==> config.mk <==
export PLATFORM = sky130hd
export DESIGN_NAME = dma_blockend_ctrl
export DESIGN_NICKNAME = d
export VERILOG_FILES = /design/src/rtl/dbe_pkg.sv /design/src/rtl/dbe_ptr_bank.sv /design/src/rtl/dbe_flags.sv /design/src/rtl/dbe_regif.sv /design/src/rtl/dma_blockend_ctrl.sv
export SDC_FILE = /design/constraint.sdc
export NUM_CORES = 1
export LEC_CHECK = 0
export CAP_MARGIN = 10
export CORE_MARGIN = 4
export CORE_UTILIZATION = 50
export DETAILED_ROUTE_END_ITERATION = 8
export PLACE_DENSITY = 0.81
export SKIP_CTS_REPAIR_TIMING = 1
export SYNTH_ARGS = -nofsm -noshare
export SYNTH_HDL_FRONTEND = slang
export SYNTH_HIERARCHICAL = 1
export SYNTH_SLANG_ARGS = --single-unit
==> constraint.sdc <==
create_clock -name clk -period 2.45 [get_ports clk]
set_clock_uncertainty 0.2 [all_clocks]
set_input_delay 0.49 -clock clk [delete_from_list [all_inputs] [get_ports clk]]
set_output_delay 0.49 -clock clk [all_outputs]
set_load 0.005 [all_outputs]
==> src/rtl/dbe_pkg.sv <==
package dbe_pkg;

    localparam int REG_AW = 3;

    typedef enum logic [REG_AW-1:0] {
        RA_EVEN_ADDR = 3'd0,
        RA_EVEN_CNT  = 3'd1,
        RA_ODD_ADDR  = 3'd2,
        RA_ODD_CNT   = 3'd3,
        RA_CTRL      = 3'd4,
        RA_EOB       = 3'd5,
        RA_PEND      = 3'd6,
        RA_MASK      = 3'd7
    } reg_sel_e;

    // Control word; packed so that chan_en sits at bit 0
    typedef struct packed {
        logic ovr_ie;
        logic eob_ie;
        logic test_en;
        logic swap_en;
        logic chan_en;
    } ctrl_t;

    localparam int CTRL_W = $bits(ctrl_t);

    typedef struct packed {
        logic eob;
        logic toggle;
        logic mask;
        logic pend;
        logic ovr;
    } flags_t;

    typedef struct packed {
        logic serve;
        logic reject;
        logic blk_end;
    } dma_evt_t;

    typedef struct packed {
        logic eob_clr;
        logic eob_set;
        logic pend_clr;
        logic ovr_clr;
        logic mask_set;
        logic mask_clr;
    } sw_cmd_t;

    // Hardware block end closes the channel if EOB is still up or swapping is off
    function automatic logic end_closes_mask(input logic eob_now, input logic swap_on);
        return eob_now || !swap_on;
    endfunction

    function automatic logic end_swaps(input logic eob_now, input logic swap_on);
        return !eob_now && swap_on;
    endfunction

endpackage

==> src/rtl/dbe_ptr_bank.sv <==
module dbe_ptr_bank
    import dbe_pkg::*;
#(
    parameter int PW = 16
) (
    input  logic               clk,
    input  logic               rst,
    input  logic               sel,
    input  logic               step,
    input  logic               wr_en,
    input  logic [1:0]         wr_idx,
    input  logic [PW-1:0]      wr_data,
    output logic [PW-1:0]      cur_addr,
    output logic               cur_last,
    output logic [1:0][PW-1:0] pair_addr,
    output logic [1:0][PW-1:0] pair_cnt
);

    localparam int NPAIR = 2;
    localparam logic [PW-1:0] ONE = PW'(1);

    for (genvar p = 0; p < NPAIR; p++) begin : g_pair
        logic [PW-1:0] addr_q;
        logic [PW-1:0] cnt_q;
        logic          hw_step;

        assign hw_step = step && (sel == 1'(p));

        always_ff @(posedge clk) begin
            if (rst) begin
                addr_q <= '0;
                cnt_q  <= '0;
            end else begin
                if (wr_en && wr_idx == {1'(p), 1'b0}) addr_q <= wr_data;
                if (wr_en && wr_idx == {1'(p), 1'b1}) cnt_q  <= wr_data;
                // a transfer on this pair overrides a same-cycle software write
                if (hw_step) begin
                    addr_q <= addr_q + ONE;
                    cnt_q  <= cnt_q - ONE;
                end
            end
        end

        assign pair_addr[p] = addr_q;
        assign pair_cnt[p]  = cnt_q;
    end

    assign cur_addr = pair_addr[sel];
    assign cur_last = (pair_cnt[sel] == ONE);

endmodule

==> src/rtl/dbe_flags.sv <==
module dbe_flags
    import dbe_pkg::*;
(
    input  logic     clk,
    input  logic     rst,
    input  dma_evt_t evt,
    input  ctrl_t    ctrl,
    input  sw_cmd_t  cmd,
    output flags_t   flags
);

    flags_t f_q;

    always_ff @(posedge clk) begin
        if (rst) begin
            f_q <= '0;
        end else begin
            // EOB: hardware end and test-mode set win over a clear
            if (evt.blk_end || cmd.eob_set) f_q.eob <= 1'b1;
            else if (cmd.eob_clr)           f_q.eob <= 1'b0;

            if (evt.blk_end && end_swaps(f_q.eob, ctrl.swap_en))
                f_q.toggle <= !f_q.toggle;

            // mask: protection clear beats any software set
            if (evt.blk_end && end_closes_mask(f_q.eob, ctrl.swap_en)) f_q.mask <= 1'b0;
            else if (cmd.mask_clr)                                     f_q.mask <= 1'b0;
            else if (cmd.mask_set && !f_q.pend)                        f_q.mask <= 1'b1;

            if (evt.reject)        f_q.pend <= 1'b1;
            else if (cmd.pend_clr) f_q.pend <= 1'b0;

            if (evt.reject)        f_q.ovr <= 1'b1;
            else if (cmd.ovr_clr)  f_q.ovr <= 1'b0;
        end
    end

    assign flags = f_q;

endmodule

==> src/rtl/dbe_regif.sv <==
module dbe_regif
    import dbe_pkg::*;
#(
    parameter int PW = 16
) (
    input  logic               clk,
    input  logic               rst,
    input  logic               we,
    input  logic [REG_AW-1:0]  waddr,
    input  logic [PW-1:0]      wdata,
    input  logic [REG_AW-1:0]  raddr,
    input  flags_t             flags,
    input  logic [1:0][PW-1:0] pair_addr,
    input  logic [1:0][PW-1:0] pair_cnt,
    output ctrl_t              ctrl,
    output sw_cmd_t            cmd,
    output logic               ptr_we,
    output logic [1:0]         ptr_idx,
    output logic [PW-1:0]      rdata
);

    ctrl_t    ctrl_q;
    reg_sel_e wsel;
    reg_sel_e rsel;

    assign wsel = reg_sel_e'(waddr);
    assign rsel = reg_sel_e'(raddr);

    always_ff @(posedge clk) begin
        if (rst)                         ctrl_q <= '0;
        else if (we && wsel == RA_CTRL)  ctrl_q <= ctrl_t'(wdata[CTRL_W-1:0]);
    end

    assign ctrl    = ctrl_q;
    assign ptr_idx = waddr[1:0];

    always_comb begin
        cmd    = '0;
        ptr_we = 1'b0;
        if (we) begin
            unique case (wsel)
                RA_EVEN_ADDR, RA_EVEN_CNT,
                RA_ODD_ADDR, RA_ODD_CNT: ptr_we = 1'b1;
                RA_EOB: begin
                    cmd.eob_clr = !wdata[0];
                    cmd.eob_set = wdata[0] && ctrl_q.test_en;
                end
                RA_PEND: begin
                    cmd.pend_clr = wdata[0];
                    cmd.ovr_clr  = wdata[1];
                end
                RA_MASK: begin
                    cmd.mask_set = wdata[0];
                    cmd.mask_clr = !wdata[0];
                end
                default: ;
            endcase
        end
    end

    always_comb begin
        rdata = '0;
        unique case (rsel)
            RA_EVEN_ADDR: rdata = pair_addr[0];
            RA_EVEN_CNT:  rdata = pair_cnt[0];
            RA_ODD_ADDR:  rdata = pair_addr[1];
            RA_ODD_CNT:   rdata = pair_cnt[1];
            RA_CTRL:      rdata[CTRL_W-1:0] = ctrl_q;
            RA_EOB:       rdata[1:0] = {flags.toggle, flags.eob};
            RA_PEND:      rdata[1:0] = {flags.ovr, flags.pend};
            RA_MASK:      rdata[0]   = flags.mask;
            default:      rdata = '0;
        endcase
    end

endmodule

==> src/rtl/dma_blockend_ctrl.sv <==
module dma_blockend_ctrl
    import dbe_pkg::*;
#(
    parameter int PW = 16
) (
    input  logic              clk,
    input  logic              rst,
    input  logic              reg_we,
    input  logic [REG_AW-1:0] reg_waddr,
    input  logic [PW-1:0]     reg_wdata,
    input  logic [REG_AW-1:0] reg_raddr,
    output logic [PW-1:0]     reg_rdata,
    input  logic              dma_req,
    output logic              dma_ack,
    output logic [PW-1:0]     dma_addr
    ,output logic             irq
);

    ctrl_t              ctrl_q;
    flags_t             flags_q;
    sw_cmd_t            cmd;
    dma_evt_t           evt;
    logic               ptr_we;
    logic [1:0]         ptr_idx;
    logic [PW-1:0]      cur_addr;
    logic               cur_last;
    logic [1:0][PW-1:0] pair_addr;
    logic [1:0][PW-1:0] pair_cnt;
    logic               ack_q;
    logic [PW-1:0]      addr_q;

    assign evt.serve   = dma_req && ctrl_q.chan_en && flags_q.mask;
    assign evt.reject  = dma_req && ctrl_q.chan_en && !flags_q.mask;
    assign evt.blk_end = evt.serve && cur_last;

    dbe_regif #(.PW(PW)) u_regif (
        .clk       (clk),
        .rst       (rst),
        .we        (reg_we),
        .waddr     (reg_waddr),
        .wdata     (reg_wdata),
        .raddr     (reg_raddr),
        .flags     (flags_q),
        .pair_addr (pair_addr),
        .pair_cnt  (pair_cnt),
        .ctrl      (ctrl_q),
        .cmd       (cmd),
        .ptr_we    (ptr_we),
        .ptr_idx   (ptr_idx),
        .rdata     (reg_rdata)
    );

    dbe_ptr_bank #(.PW(PW)) u_ptrs (
        .clk       (clk),
        .rst       (rst),
        .sel       (flags_q.toggle),
        .step      (evt.serve),
        .wr_en     (ptr_we),
        .wr_idx    (ptr_idx),
        .wr_data   (reg_wdata),
        .cur_addr  (cur_addr),
        .cur_last  (cur_last),
        .pair_addr (pair_addr),
        .pair_cnt  (pair_cnt)
    );

    dbe_flags u_flags (
        .clk   (clk),
        .rst   (rst),
        .evt   (evt),
        .ctrl  (ctrl_q),
        .cmd   (cmd),
        .flags (flags_q)
    );

    always_ff @(posedge clk) begin
        if (rst) begin
            ack_q  <= 1'b0;
            addr_q <= '0;
        end else begin
            ack_q <= evt.serve;
            if (evt.serve) addr_q <= cur_addr;
        end
    end

    assign dma_ack  = ack_q;
    assign dma_addr = addr_q;
    assign irq      = (flags_q.eob && ctrl_q.eob_ie) || (flags_q.ovr && ctrl_q.ovr_ie);

endmodule

# Word-level counts from Yosys, hierarchy flattened

Cells that the tools add are included.

Output and inout port bits: 34
Register bits after elaboration: 91
Input port bits: 26
Logic and storage cells: 107

Add/sub/neg operators: 4
Reductions and logical operators: 39
Magnitude comparators: 1
Equality and inequality tests: 18
Mux-type cells: 28
Bitwise operators: 1

Operator list:

| kind                    | number |
|---|---|
| $mux W16                | 12 |
| $pmux W11 S4            | 1 |
| $add A16 B1 Y16 const B | 2 |
| $sub A16 B1 Y16 const B | 2 |
| $eq A3 B3 Y1 const B    | 8 |
| $logic_and A1 B1 Y1     | 18 |
| $eq A16 B1 Y1 const B   | 1 |
| $pmux W3 S5             | 1 |
| $reduce_bool A2 Y1      | 7 |
| $eq A3 B2 Y1 const B    | 4 |
| $mux W1                 | 8 |
| $pmux W1 S8             | 1 |
| $pmux W1 S7             | 1 |
| $eq A3 B1 Y1 const B    | 2 |
| $logic_not A1 Y1        | 6 |
| $logic_not A3 Y1        | 2 |
| $mux W2                 | 3 |
| $mux W6                 | 1 |
| $eq A2 B2 Y1 const B    | 2 |
| $reduce_or A4 Y1        | 1 |
| $logic_or A1 B1 Y1      | 3 |
| $reduce_or A3 Y1        | 1 |
| $eq A2 B1 Y1 const B    | 1 |
| $logic_not A2 Y1        | 1 |
| other kinds (2)         | 2 |

# Longest topological paths before layout

Gate-level depths: netlist of the first run.

Depth in word-level cells: 7
Depth in mapped cells: 9
Gate-level depth less buffers: 7

# Hierarchy

The synthesis of the first run kept the hierarchy.

By module, submodules not included:

| module            | cells each | instances | seq. area each (um2) | area each (um2) |
|---|---|---|---|---|
| dbe_ptr_bank      | 492        | 1         | 1281.2               | 3895.0 |
| dbe_regif         | 91         | 1         | 100.1                | 895.9 |
| dma_blockend_ctrl | 76         | 1         | 340.3                | 783.3 |
| dbe_flags         | 22         | 1         | 100.1                | 205.2 |

# Least setup slack after synthesis of the first run

OpenSTA, ideal clock, no wires.

Path type: input port to flip-flop
Start: input dma_req
End: register u_ptrs.g_pair[0].cnt_q[13]
Required time: 2118 ps
Slack: 89 ps
Cell stages on the path: 9
Data arrival time: 2029 ps
Path buffers: 4
Library setup time: 132 ps
Cells stage by stage: and3_4 buf_6 buf_12 nor2b_1 clkbuf_1 buf_1 nand4_1 o2111ai_1 o21ai_0

RTL lines:

| item                   | line                    | text |
|---|---|---|
| start: declaration     | dma_blockend_ctrl.sv:13 | `input logic dma_req,` |
| end signal: assignment | dbe_ptr_bank.sv:35      | `if (wr_en && wr_idx == {1'(p), 1'b1}) cnt_q <= wr_data;` |
| end signal: assignment | dbe_ptr_bank.sv:39      | `cnt_q <= cnt_q - ONE;` |
| end: declaration       | dbe_ptr_bank.sv:24      | `logic [PW-1:0] cnt_q;` |

# Worst setup path after layout of the first run

Start: input reg_raddr[0]
End: output reg_rdata[12]

Cells in the longest elaborated chain, start to end: 2
Elaborated cells on any way between the ends: 5
Those cells by class: eq/ne: 3; mux: 1; reduce/logical: 1

RTL lines:

| item                                 | line                    | text |
|---|---|---|
| start: declaration                   | dma_blockend_ctrl.sv:11 | `input logic [REG_AW-1:0] reg_raddr,` |
| $eq A3 B2 Y1 (tied with other cells) | dbe_regif.sv:63         | `unique case (rsel)` |
| $pmux W11 S4 (*)                     | dbe_regif.sv:63         |  |
| end: declaration                     | dma_blockend_ctrl.sv:12 | `output logic [PW-1:0] reg_rdata,` |

Every way passes the cells marked *; elsewhere a longest branch is shown, timed or not.

==> flow_summary_export.csv, run 1 <==
group,metric,value,unit
status,status,"finished, final reports clean",
logic_synthesis,async_flop_share,0,%
logic_synthesis,ys_seq_area_share,31.5,%
layout,area_delta_synth_final,29.2,%
global_routing,grt_pass1_wl,31000,um
logic_synthesis,ys.flop_type,"dfxtp_1",
clocking,clock_sinks,91,
worst_setup_path,cp.required,1.76,ns
worst_setup_path,crit_type,"primary input to output port",
placed_design,dp_slack,-0.640,ns
worst_hold_path,hold_path.class,"register to register",
power_and_ir_drop,p_per_area,477,nW/um^2
timing,finalCritPeriodShare,98.6,%
clocking,numCtsBuffers,9,
routing,route.detailed.drc,0,
timing,max_freq,414,MHz
worst_setup_path,crit_path_start_kind,"primary input",
logic_synthesis,synth_top_family_by_area,"simple AND/OR/NAND/NOR gates",
global_routing,grt_pass1_vias,5843,
floorplanning,die_x,116,um
logic_synthesis,synth.avg_cell_area,8.49,sq um
timing,setup_viol,0,
routing,viasPerCell,6.67,
floorplanning,ioPinCount,60,
floorplanning,num_rows,38,
floorplanning,start_util,52.2,%
logic_synthesis,synth.most_common_cell,"dfxtp_1",
logic_synthesis,netlist_area,5780,sq um
layout,n_fill_cell,895,
logic_synthesis,synth-seq-cells,91,
layout,nNetsFinal,825,
logic_synthesis,synth_top_area_share,31.5,%
logic_synthesis,synth-simple-area-share,27.9,%
placed_design,dp_hpwl,14400,um
clocking,clk_pin_slew_worst_paths,0.06,ns
logic_synthesis,ys_types,70,
routing,drt_iter0_markers,691,
placed_design,portBuffers,59,
logic_synthesis,synth_top_cell_by_area,"dfxtp_1",
logic_synthesis,synth_common_cells,"dfxtp_1 (91), nor2_1 (50), nand2_1 (45)",
routing,postRouteAntennaNets,0,
worst_setup_path,crit_fanout,6,
logic_synthesis,syn_inst,681,
logic_synthesis,synthXorXnorAreaFrac,0.455,%
global_routing,antenna_found_initial,0,
global_routing,overflow,0,
timing,fin_ws,0.0341,ns
clocking,clock_latency,0.35,ns
timing,slew_headroom,67.3,%
logic_synthesis,synthAdderAreaFrac,0.866,%
routing,wl_per_cell,21.3,um
worst_setup_path,cp.arrival,1.73,ns
global_routing,grt_max_degree,33,
floorplanning,coreArea,11100,sq um
global_routing,gr-usage-all-layers,29.6,%
routing,drt_pass1_iterations,6,
logic_synthesis,synth_edf_count,0,
placed_design,gp_congestion,1.03,
floorplanning,die_y,116,um
routing,wl,20100,um
layout,drive_gt1_share,21.3,%
clocking,clockBufferDepth,2,
clocking,cts_tree,"done",
power_and_ir_drop,power,0.00356,W
clocking,cts_root_buf,"clkbuf_16",
timing,tightest_slew,0.485,ns
layout,antenna_cells,0,
floorplanning,die-area,13300,sq um
timing,timing.hold.ws,0.269,ns
timing,slew_violations,0,
logic_synthesis,muxShareOfSynthArea,14.0,%
layout,finalCoreUtilization,67.4,%
logic_synthesis,syn_nets,711,
placed_design,dp.cells,917,
timing,period_minus_slack,2.42,ns
logic_synthesis,synth_compound_area_share,19.6,%
worst_setup_path,cp-end-kind,"output port",
run,maxCapViolCount,0,
layout,stdcell_count,940,
clocking,htreeDepth,3,
timing,finalHoldViolCount,0,
timing,rsz0062_at_grt,"no",
logic_synthesis,synth.area.top_cells,"dfxtp_1 (32%), mux4_2 (5.1%), mux2i_1 (4.7%), nand2b_1 (4.1%), mux2_2 (3.5%)",
routing,num_vias,6272,
power_and_ir_drop,p_leak,2.91,nW
logic_synthesis,yosysWarnings,6,
power_and_ir_drop,ir_drop,363,uV
[sequential cells by signal, summed over array words and instances (netlist names)]
name / count
u_regif/ctrl: 5
dma_addr: 16
u_ptrs/g_pair.cnt_q: 32
u_ptrs/g_pair.addr_q: 32
dma_ack: 1
u_flags/flags: 5
[through the flow]
step           area (sq um)  setup TNS, ns
2_1_floorplan          5780              0
3_3_place_gp           6980          -9.89
3_5_place_dp           6980         -10.09
4_1_cts                7300          -9.03
5_1_grt                7470              0
6_report               7470              0
[final timing paths]
path,from,endpoint,slack [ns],depth (start not counted)
hold reg to reg,dma_addr[1],dma_addr[1],0.27,2
setup / recovery,reg_raddr[0],reg_rdata[12],0.03,7
hold / removal,dma_addr[1],dma_addr[1],0.27,2
setup reg to reg,u_ptrs/g_pair[1].cnt_q[5],u_flags/flags[3],0.13,7
[worst max-delay path, stage by stage]
cell	delay, ns
buf_8	0.10
clkbuf_16	0.15
buf_4	0.11
buf_4	0.10
mux4_2	0.50
nor2b_4	0.15
clkbuf_2	0.11
[cell type report]
| cell class | count | area [sq um] | share of cell area, % |
|---|---|---|---|
| inverters | 24 | 90.1 | 1.21 |
| flip-flops and latches | 91 | 1840 | 24.7 |
| multi-input cells | 520 | 3650 | 48.9 |
| well taps | 140 | 175 | 2.35 |
| clock inverters | 4 | 72.6 | 0.972 |
| clock buffers | 12 | 256 | 3.44 |
| repair buffers | 149 | 1380 | 18.5 |
[power breakdown]
group / switching [W] / leakage, nW / internal (W)
sequential: 0.0000454 / 0.743 / 0.00151
clock: 0.000616 / 0.159 / 0.000949
combinational: 0.000229 / 2.00 / 0.000215
[layout by cell type (no fill, tap or decap), types with 6 or more instances in the layout]
cell type and instances:
a211oi_1 24, a21oi_1 28, a22oi_1 6, a31oi_1 24, a32oi_1 7, and2_1 6
and3_1 8, buf_4 80, clkbuf_16 10, clkdlybuf4s50_1 39, dfxtp_1 76, dfxtp_2 15
dlymetal6s2s_1 16, inv_1 24, mux2_2 18, mux2i_1 27, mux4_2 13, nand2_1 45
nand2b_1 38, nand3_1 19, nand3b_1 7, nand4_1 14, nor2_1 50, nor2b_1 21
nor3_1 10, nor4_1 14, o211ai_1 11, o21ai_0 25, o311ai_0 8, or3_1 22
or4_1 10
[metal layers]
| metal | vias up | global-route usage, % | wire (um) |
|---|---|---|---|
| li1 | 2806 | - | - |
| met1 | 2961 | 38.5 | 7750 |
| met2 | 426 | 47.3 | 9170 |
| met3 | 79 | 5.69 | 2140 |
| met4 | 0 | 14.5 | 1010 |
| met5 | - | 0 | 0 |
[cells by family (layout without fill, tap and decap cells)]
| logic type | after synthesis | in the layout |
|---|---|---|
| multiplexers | 60 | 60 |
| AND/OR/NAND/NOR | 288 | 288 |
| AO/OA/AOI/OAI | 165 | 165 |
| buffers and inverters | 70 | 189 |
| XOR/XNOR | 3 | 3 |
| adder cells (fa/ha/maj) | 4 | 4 |
| flip-flops | 91 | 91 |
(Power assumes the default switching activity.)
==> inputs of run 2 (changes only) <==
--- a/config.mk
+++ b/config.mk
@@ -11,3 +11,3 @@
 export DETAILED_ROUTE_END_ITERATION = 8
-export PLACE_DENSITY = 0.81
+export PLACE_DENSITY_LB_ADDON = 0.2
 export SKIP_CTS_REPAIR_TIMING = 1
==> constraint.sdc (replaced) <==
create_clock -name clk -period 3 [get_ports clk]
set_clock_uncertainty 0.2 [all_clocks]
set_input_delay 0.6 -clock clk [delete_from_list [all_inputs] [get_ports clk]]
set_output_delay 0.6 -clock clk [all_outputs]
set_load 0.01 [all_outputs]
==> run 2 against run 1 <==
Effect of this change:
- sequential power decreased by 18%
- global-route usage decreased by 1.9 points
- count of clock-buffer cells in the layout decreased by 1
- combinational power decreased by 29%
- register-to-register slack improved by 0.37 ns
- clock power decreased by 25%
- power decreased by 22%
- sequential share of layout area increased by 1.5 points
- non-clock buffer count decreased by 48
- largest power group is now sequential cells
==> flow_summary_export.csv, run 2 (synthesized netlist as in run 1, its figures left out) <==
group,metric,value,unit
worst_setup_path,crit_fanout,13,
worst_setup_path,crit_type,"primary input to output port",
clocking,clock_sinks,91,
timing,tns,0,ns
power_and_ir_drop,p_int,0.00205,W
layout,area_delta_synth_final,20.4,%
clocking,numCtsBuffers,9,
routing,drt_iter0_markers,614,
global_routing,use_met2,43.8,%
worst_setup_path,timing.critical_path.mode_cell,"clkdlybuf4s50_1",
routing,postRouteAntennaNets,0,
worst_setup_path,endpoint,"reg_rdata[4]",
global_routing,top_usage_layer,"met2",
worst_setup_path,worst-r2r-cell-count,7,
layout,final_cell_mix,"dfxtp_1 (91), clkdlybuf4s50_1 (52), nor2_1 (50)",
layout,final_common_cell,"dfxtp_1",
timing,max_freq,336,MHz
routing,route.detailed.drc,0,
clocking,clock_latency,0.35,ns
worst_setup_path,r2r_slack,0.50,ns
global_routing,gr-usage-all-layers,27.7,%
power_and_ir_drop,p_sw,0.000716,W
global_routing,grt_pass1_wl,28800,um
layout,nNetsFinal,777,
status,status,"finished, final reports clean",
global_routing,use_met1,36.4,%
global_routing,antenna_found_initial,0,
clocking,htreeDepth,3,
timing,slew_violations,0,
timing,period_minus_slack,2.98,ns
worst_setup_path,timing.rr.start,"u_ptrs/g_pair[0].cnt_q[8]",
routing,wl_per_cell,20.7,um
worst_setup_path,cp.required,2.20,ns
worst_setup_path,cp_slowest_stage_delay,0.53,ns
timing,finalHoldViolCount,0,
placed_design,dp_hpwl,13200,um
timing,setup_viol,0,
worst_setup_path,worstSetupStartpoint,"reg_raddr[2]",
routing,num_vias,5856,
clocking,clk_pin_slew_worst_paths,0.07,ns
layout,antenna_cells,0,
timing,rsz0062_at_grt,"yes",
worst_setup_path,crit_path_start_kind,"primary input",
power_and_ir_drop,ir_drop,342,uV
floorplanning,die_x,116,um
power_and_ir_drop,p_comb_share,11.4,%
floorplanning,coreArea,11100,sq um
routing,viasPerCell,6.57,
routing,wl,18500,um
timing,tightest_slew,0.779,ns
timing,timing.hold.ws,0.274,ns
power_and_ir_drop,p_sw_share,25.9,%
worst_setup_path,cp-end-kind,"output port",
power_and_ir_drop,p_leak,2.43,nW
power_and_ir_drop,power_frac_seq,45.9,%
floorplanning,die_y,116,um
power_and_ir_drop,p_per_area,397,nW/um^2
global_routing,grtUsageMet3,6.68,%
timing,finalCritPeriodShare,99.3,%
worst_hold_path,hold_path.class,"register to register",
global_routing,overflow,0,
floorplanning,die-area,13300,sq um
floorplanning,ioPinCount,60,
clocking,clockBufferDepth,2,
power_and_ir_drop,pwr-share-clk,42.7,%
worst_setup_path,cpMaxStageDelayCell,"clkdlybuf4s50_1",
worst_setup_path,reg2reg_to,"u_flags/flags[3]",
layout,drive_gt1_share,13.4,%
placed_design,gp_congestion,0.949,
placed_design,portBuffers,59,
worst_setup_path,worstPathCellList,"clkdlybuf4s50_1, buf_6, o21ai_0, o21a_1, clkdlybuf4s50_1",
global_routing,grt_pass1_vias,5369,
clocking,cts_tree,"done",
clocking,cts_root_buf,"clkbuf_16",
floorplanning,num_rows,38,
timing,slew_headroom,48.0,%
floorplanning,start_util,52.2,%
worst_setup_path,cp.arrival,2.18,ns
routing,drt_pass1_iterations,7,
run,maxCapViolCount,0,
global_routing,grt_max_degree,48,
## run 2: changes by cell type in the layout (fill, tap and decap cells not counted), moves of 2 or more
cell	change
buf_12	-3
buf_4	-43
buf_8	-2
clkdlybuf4s50_1	+13
clkinvlp_4	+2
dfxtp_1	+15
dfxtp_2	-15
dlymetal6s2s_1	-10
o21ai_0	+2
o21ai_1	-2
## run 2: final cells by class
class,count,area [sq um]
Fill cell,1001,4120
Clock buffer,11,243
Inverter,24,90.1
Sequential cell,91,1820
Timing Repair Buffer,101,937
Multi-Input combinational cell,520,3630
Tap cell,140,175
Clock inverter,5,61.3
## run 2: how the worst min path moves through the flow
stage,startpoint,to,cells after the start
floorplan,u_flags/flags[1],u_flags/flags[1],2
CTS,dma_addr[5],dma_addr[5],2
global placement,dma_addr[6],dma_addr[6],2
detailed placement,dma_addr[12],dma_addr[12],2
global route,dma_addr[5],dma_addr[5],2
finish,dma_addr[5],dma_addr[5],2
## run 2: layer usage
metal / vias to the layer above / routed length, um
li1: 2708 / -
met5: - / 0
met1: 2745 / 7570
met3: 58 / 1790
met2: 345 / 8440
met4: 0 / 668
## run 2: critical path, delay by kind of cell
| kind | cells | cell delay, ns |
|---|---|---|
| compound gates | 2 | 0.39 |
| buf+inv | 3 | 1.17 |
## run 2: per-stage QoR
step	setup slack [ns]	instances	utilization, %	area (sq um)	power (W)
2_1_floorplan	0.529	681	-	5780	0.00146
3_3_place_gp	-0.320	875	59.8	6630	0.00159
3_5_place_dp	-0.347	875	59.8	6630	0.00160
4_1_cts	-0.363	891	62.5	6930	0.00277
5_1_grt	-0.00900	892	62.8	6960	0.00286
6_report	0.0217	892	62.8	6960	0.00277
## run 2: power groups by stage
stage	Combinational, W	Clock [W]	Sequential [W]
global route	0.000339	0.00125	0.00127
finish	0.000316	0.00118	0.00127
CTS	0.000308	0.00119	0.00127
floorplan	0.000179	0	0.00128
detailed placement	0.000306	0	0.00130
global placement	0.000299	0	0.00130
==> inputs of run 3 (changes only) <==
- RECOVER_POWER: unset -> 100
==> run 3 against run 2 <==
Effect of this change:
- the run now ends with max-capacitance violations, max-slew violations left
- flip-flop and latch count unchanged
- sequential power about the same
- first-iteration DRC count increased by 9.4%
- global-route usage unchanged
- worst hold slack got worse by 0.0033 ns
- via count about the same
- routed wire length increased by 0.61%
- maximum frequency increased by 0.17%
- critical endpoint unchanged
==> flow_summary_export.csv, run 3 (synthesized netlist as in run 1, its figures left out) <==
group,metric,value,unit
worst_setup_path,crit_type,"primary input to output port",
clocking,clock_sinks,91,
power_and_ir_drop,p_per_area,399,nW/um^2
layout,stdcell_count,892,
power_and_ir_drop,ir_drop,339,uV
worst_setup_path,cp_slowest_stage_delay,0.53,ns
floorplanning,die_x,116,um
worst_setup_path,critPathBufInv,3,
timing,rsz0062_at_grt,"yes",
worst_setup_path,crit_path_start_kind,"primary input",
worst_setup_path,cp.arrival,2.17,ns
global_routing,overflow,0,
floorplanning,die-area,13300,sq um
layout,n_fill_cell,1008,
routing,wl,18600,um
global_routing,gr-usage-all-layers,27.7,%
worst_setup_path,worst-r2r-cell-count,7,
layout,antenna_cells,0,
timing,slew_headroom,-25.5,%
placed_design,dp_hpwl,13200,um
status,status,"finished, violations left",
layout,multiInputGateArea,3630,sq um
timing,tns,0,ns
layout,final_cell_mix,"dfxtp_1 (91), nor2_1 (50), nand2_1 (45)",
status,violations,"max-capacitance violations, max-slew violations",
placed_design,portBuffers,59,
timing,max_freq,336,MHz
clocking,clk_pin_slew_worst_paths,0.07,ns
timing,tightest_slew,1.88,ns
routing,viasPerCell,6.57,
floorplanning,die_y,116,um
run,maxCapViolCount,1,
clocking,numCtsBuffers,9,
worst_setup_path,timing.critical_path.mode_cell,"clkdlybuf4s50_1",
global_routing,grt_pass1_vias,5369,
routing,route.detailed.drc,0,
worst_setup_path,timing.rr.start,"u_ptrs/g_pair[0].cnt_q[8]",
worst_setup_path,cp-end-kind,"output port",
timing,finalHoldViolCount,0,
layout,seq_area,1820,sq um
global_routing,grt_max_degree,48,
worst_hold_path,holdPathEnd,"dma_addr[5]",
routing,drt_iter0_markers,672,
routing,postRouteAntennaNets,0,
floorplanning,ioPinCount,60,
clocking,htreeDepth,3,
worst_setup_path,r2r_slack,0.45,ns
routing,drt_pass1_iterations,5,
worst_hold_path,hold_path.startpoint,"dma_addr[5]",
layout,final_common_cell,"dfxtp_1",
timing,setup_viol,0,
worst_setup_path,crit_fanout,13,
global_routing,antenna_found_initial,0,
floorplanning,start_util,52.2,%
layout,nNetsFinal,777,
timing,finalCritPeriodShare,99.1,%
global_routing,grt_pass1_wl,28800,um
layout,drive_gt1_share,12.8,%
worst_hold_path,hold_path.class,"register to register",
worst_setup_path,crit_family,"buffers and inverters",
floorplanning,coreArea,11100,sq um
power_and_ir_drop,p_leak,2.43,nW
timing,slew_violations,39,
routing,num_vias,5858,
worst_setup_path,cp.required,2.20,ns
clocking,cts_root_buf,"clkbuf_16",
worst_setup_path,worstPathCellList,"clkdlybuf4s50_1, buf_6, o21ai_0, o21a_1, clkdlybuf4s50_1",
worst_setup_path,reg2reg_to,"u_flags/flags[3]",
floorplanning,num_rows,38,
clocking,clock_latency,0.35,ns
placed_design,dp.cells,875,
layout,area_delta_synth_final,19.8,%
clocking,cts_tree,"done",
placed_design,gp_congestion,0.949,
worst_setup_path,cpMaxStageDelayCell,"clkdlybuf4s50_1",
worst_hold_path,min_path_cells,2,
clocking,clockBufferDepth,2,
routing,wl_per_cell,20.8,um
timing,period_minus_slack,2.97,ns
[run 3: cell types whose count changed in the layout (fill, tap and decap cells not counted), sizes merged]
cell | previous run | this run
dlygate4sd3 | 0 | 20
buf | 43 | 36
clkbuf | 11 | 19
dlymetal6s2s | 6 | 3
clkdlybuf4s25 | 0 | 2
clkdlybuf4s50 | 52 | 32
[run 3: worst max-delay path by stage]
stage                                       endpoint          from  depth (start not counted)
after detailed placement                reg_rdata[1]  reg_raddr[0]                          5
after CTS                               reg_rdata[1]  reg_raddr[0]                          5
after global placement                  reg_rdata[1]  reg_raddr[0]                          5
after global routing                    reg_rdata[4]  reg_raddr[2]                          5
final                                   reg_rdata[4]  reg_raddr[2]                          5
after floorplan           u_ptrs/g_pair[0].cnt_q[13]       dma_req                          9
[run 3: metrics by stage]
| stage | hold slack (ns) | cell area [sq um] | setup WS [ns] | total power (W) | utilization, % |
|---|---|---|---|---|---|
| floorplan | 0.254 | 5780 | 0.529 | 0.00146 | - |
| global placement | 0.262 | 6630 | -0.320 | 0.00159 | 59.8 |
| CTS | 0.278 | 6930 | -0.363 | 0.00277 | 62.5 |
| detailed placement | 0.263 | 6630 | -0.347 | 0.00160 | 59.8 |
| finish | 0.271 | 6930 | 0.0268 | 0.00276 | 62.5 |
| global route | 0.295 | 6930 | -0.00900 | 0.00286 | 62.5 |
[run 3: worst reg2reg max path, cell delays in order, from the launching register on]
cell and delay (ns):
dfxtp_1 0.36, nor4_1 0.49, nor4b_1 0.36, a31oi_1 0.13, a21oi_1 0.17, and2_0 0.28
nand3b_1 0.13, mux2_4 0.31
[run 3: cell type report]
cell class | count | area share [%]
flip-flops and latches | 91 | 26.3
clock inverters | 5 | 0.885
well taps | 140 | 2.53
repair buffers | 101 | 13.0
clock buffers | 11 | 3.50
inverters | 24 | 1.30
multi-input cells | 520 | 52.4
[run 3: where the power goes]
group | total (W) | internal, W | switching (W)
Combinational | 0.000314 | 0.000144 | 0.000170
Sequential | 0.00127 | 0.00123 | 0.0000396
Clock | 0.00118 | 0.000672 | 0.000507
Total | 0.00276 | 0.00205 | 0.000716
[run 3: metal layers]
layer / vias to the layer above / routed length (um) / global-route usage (%)
met1: 2760 / 7540 / 36.4
met2: 327 / 8580 / 43.8
met4: 0 / 612 / 11.8
li1: 2712 / - / -
met3: 59 / 1850 / 6.68
met5: - / 0 / 0
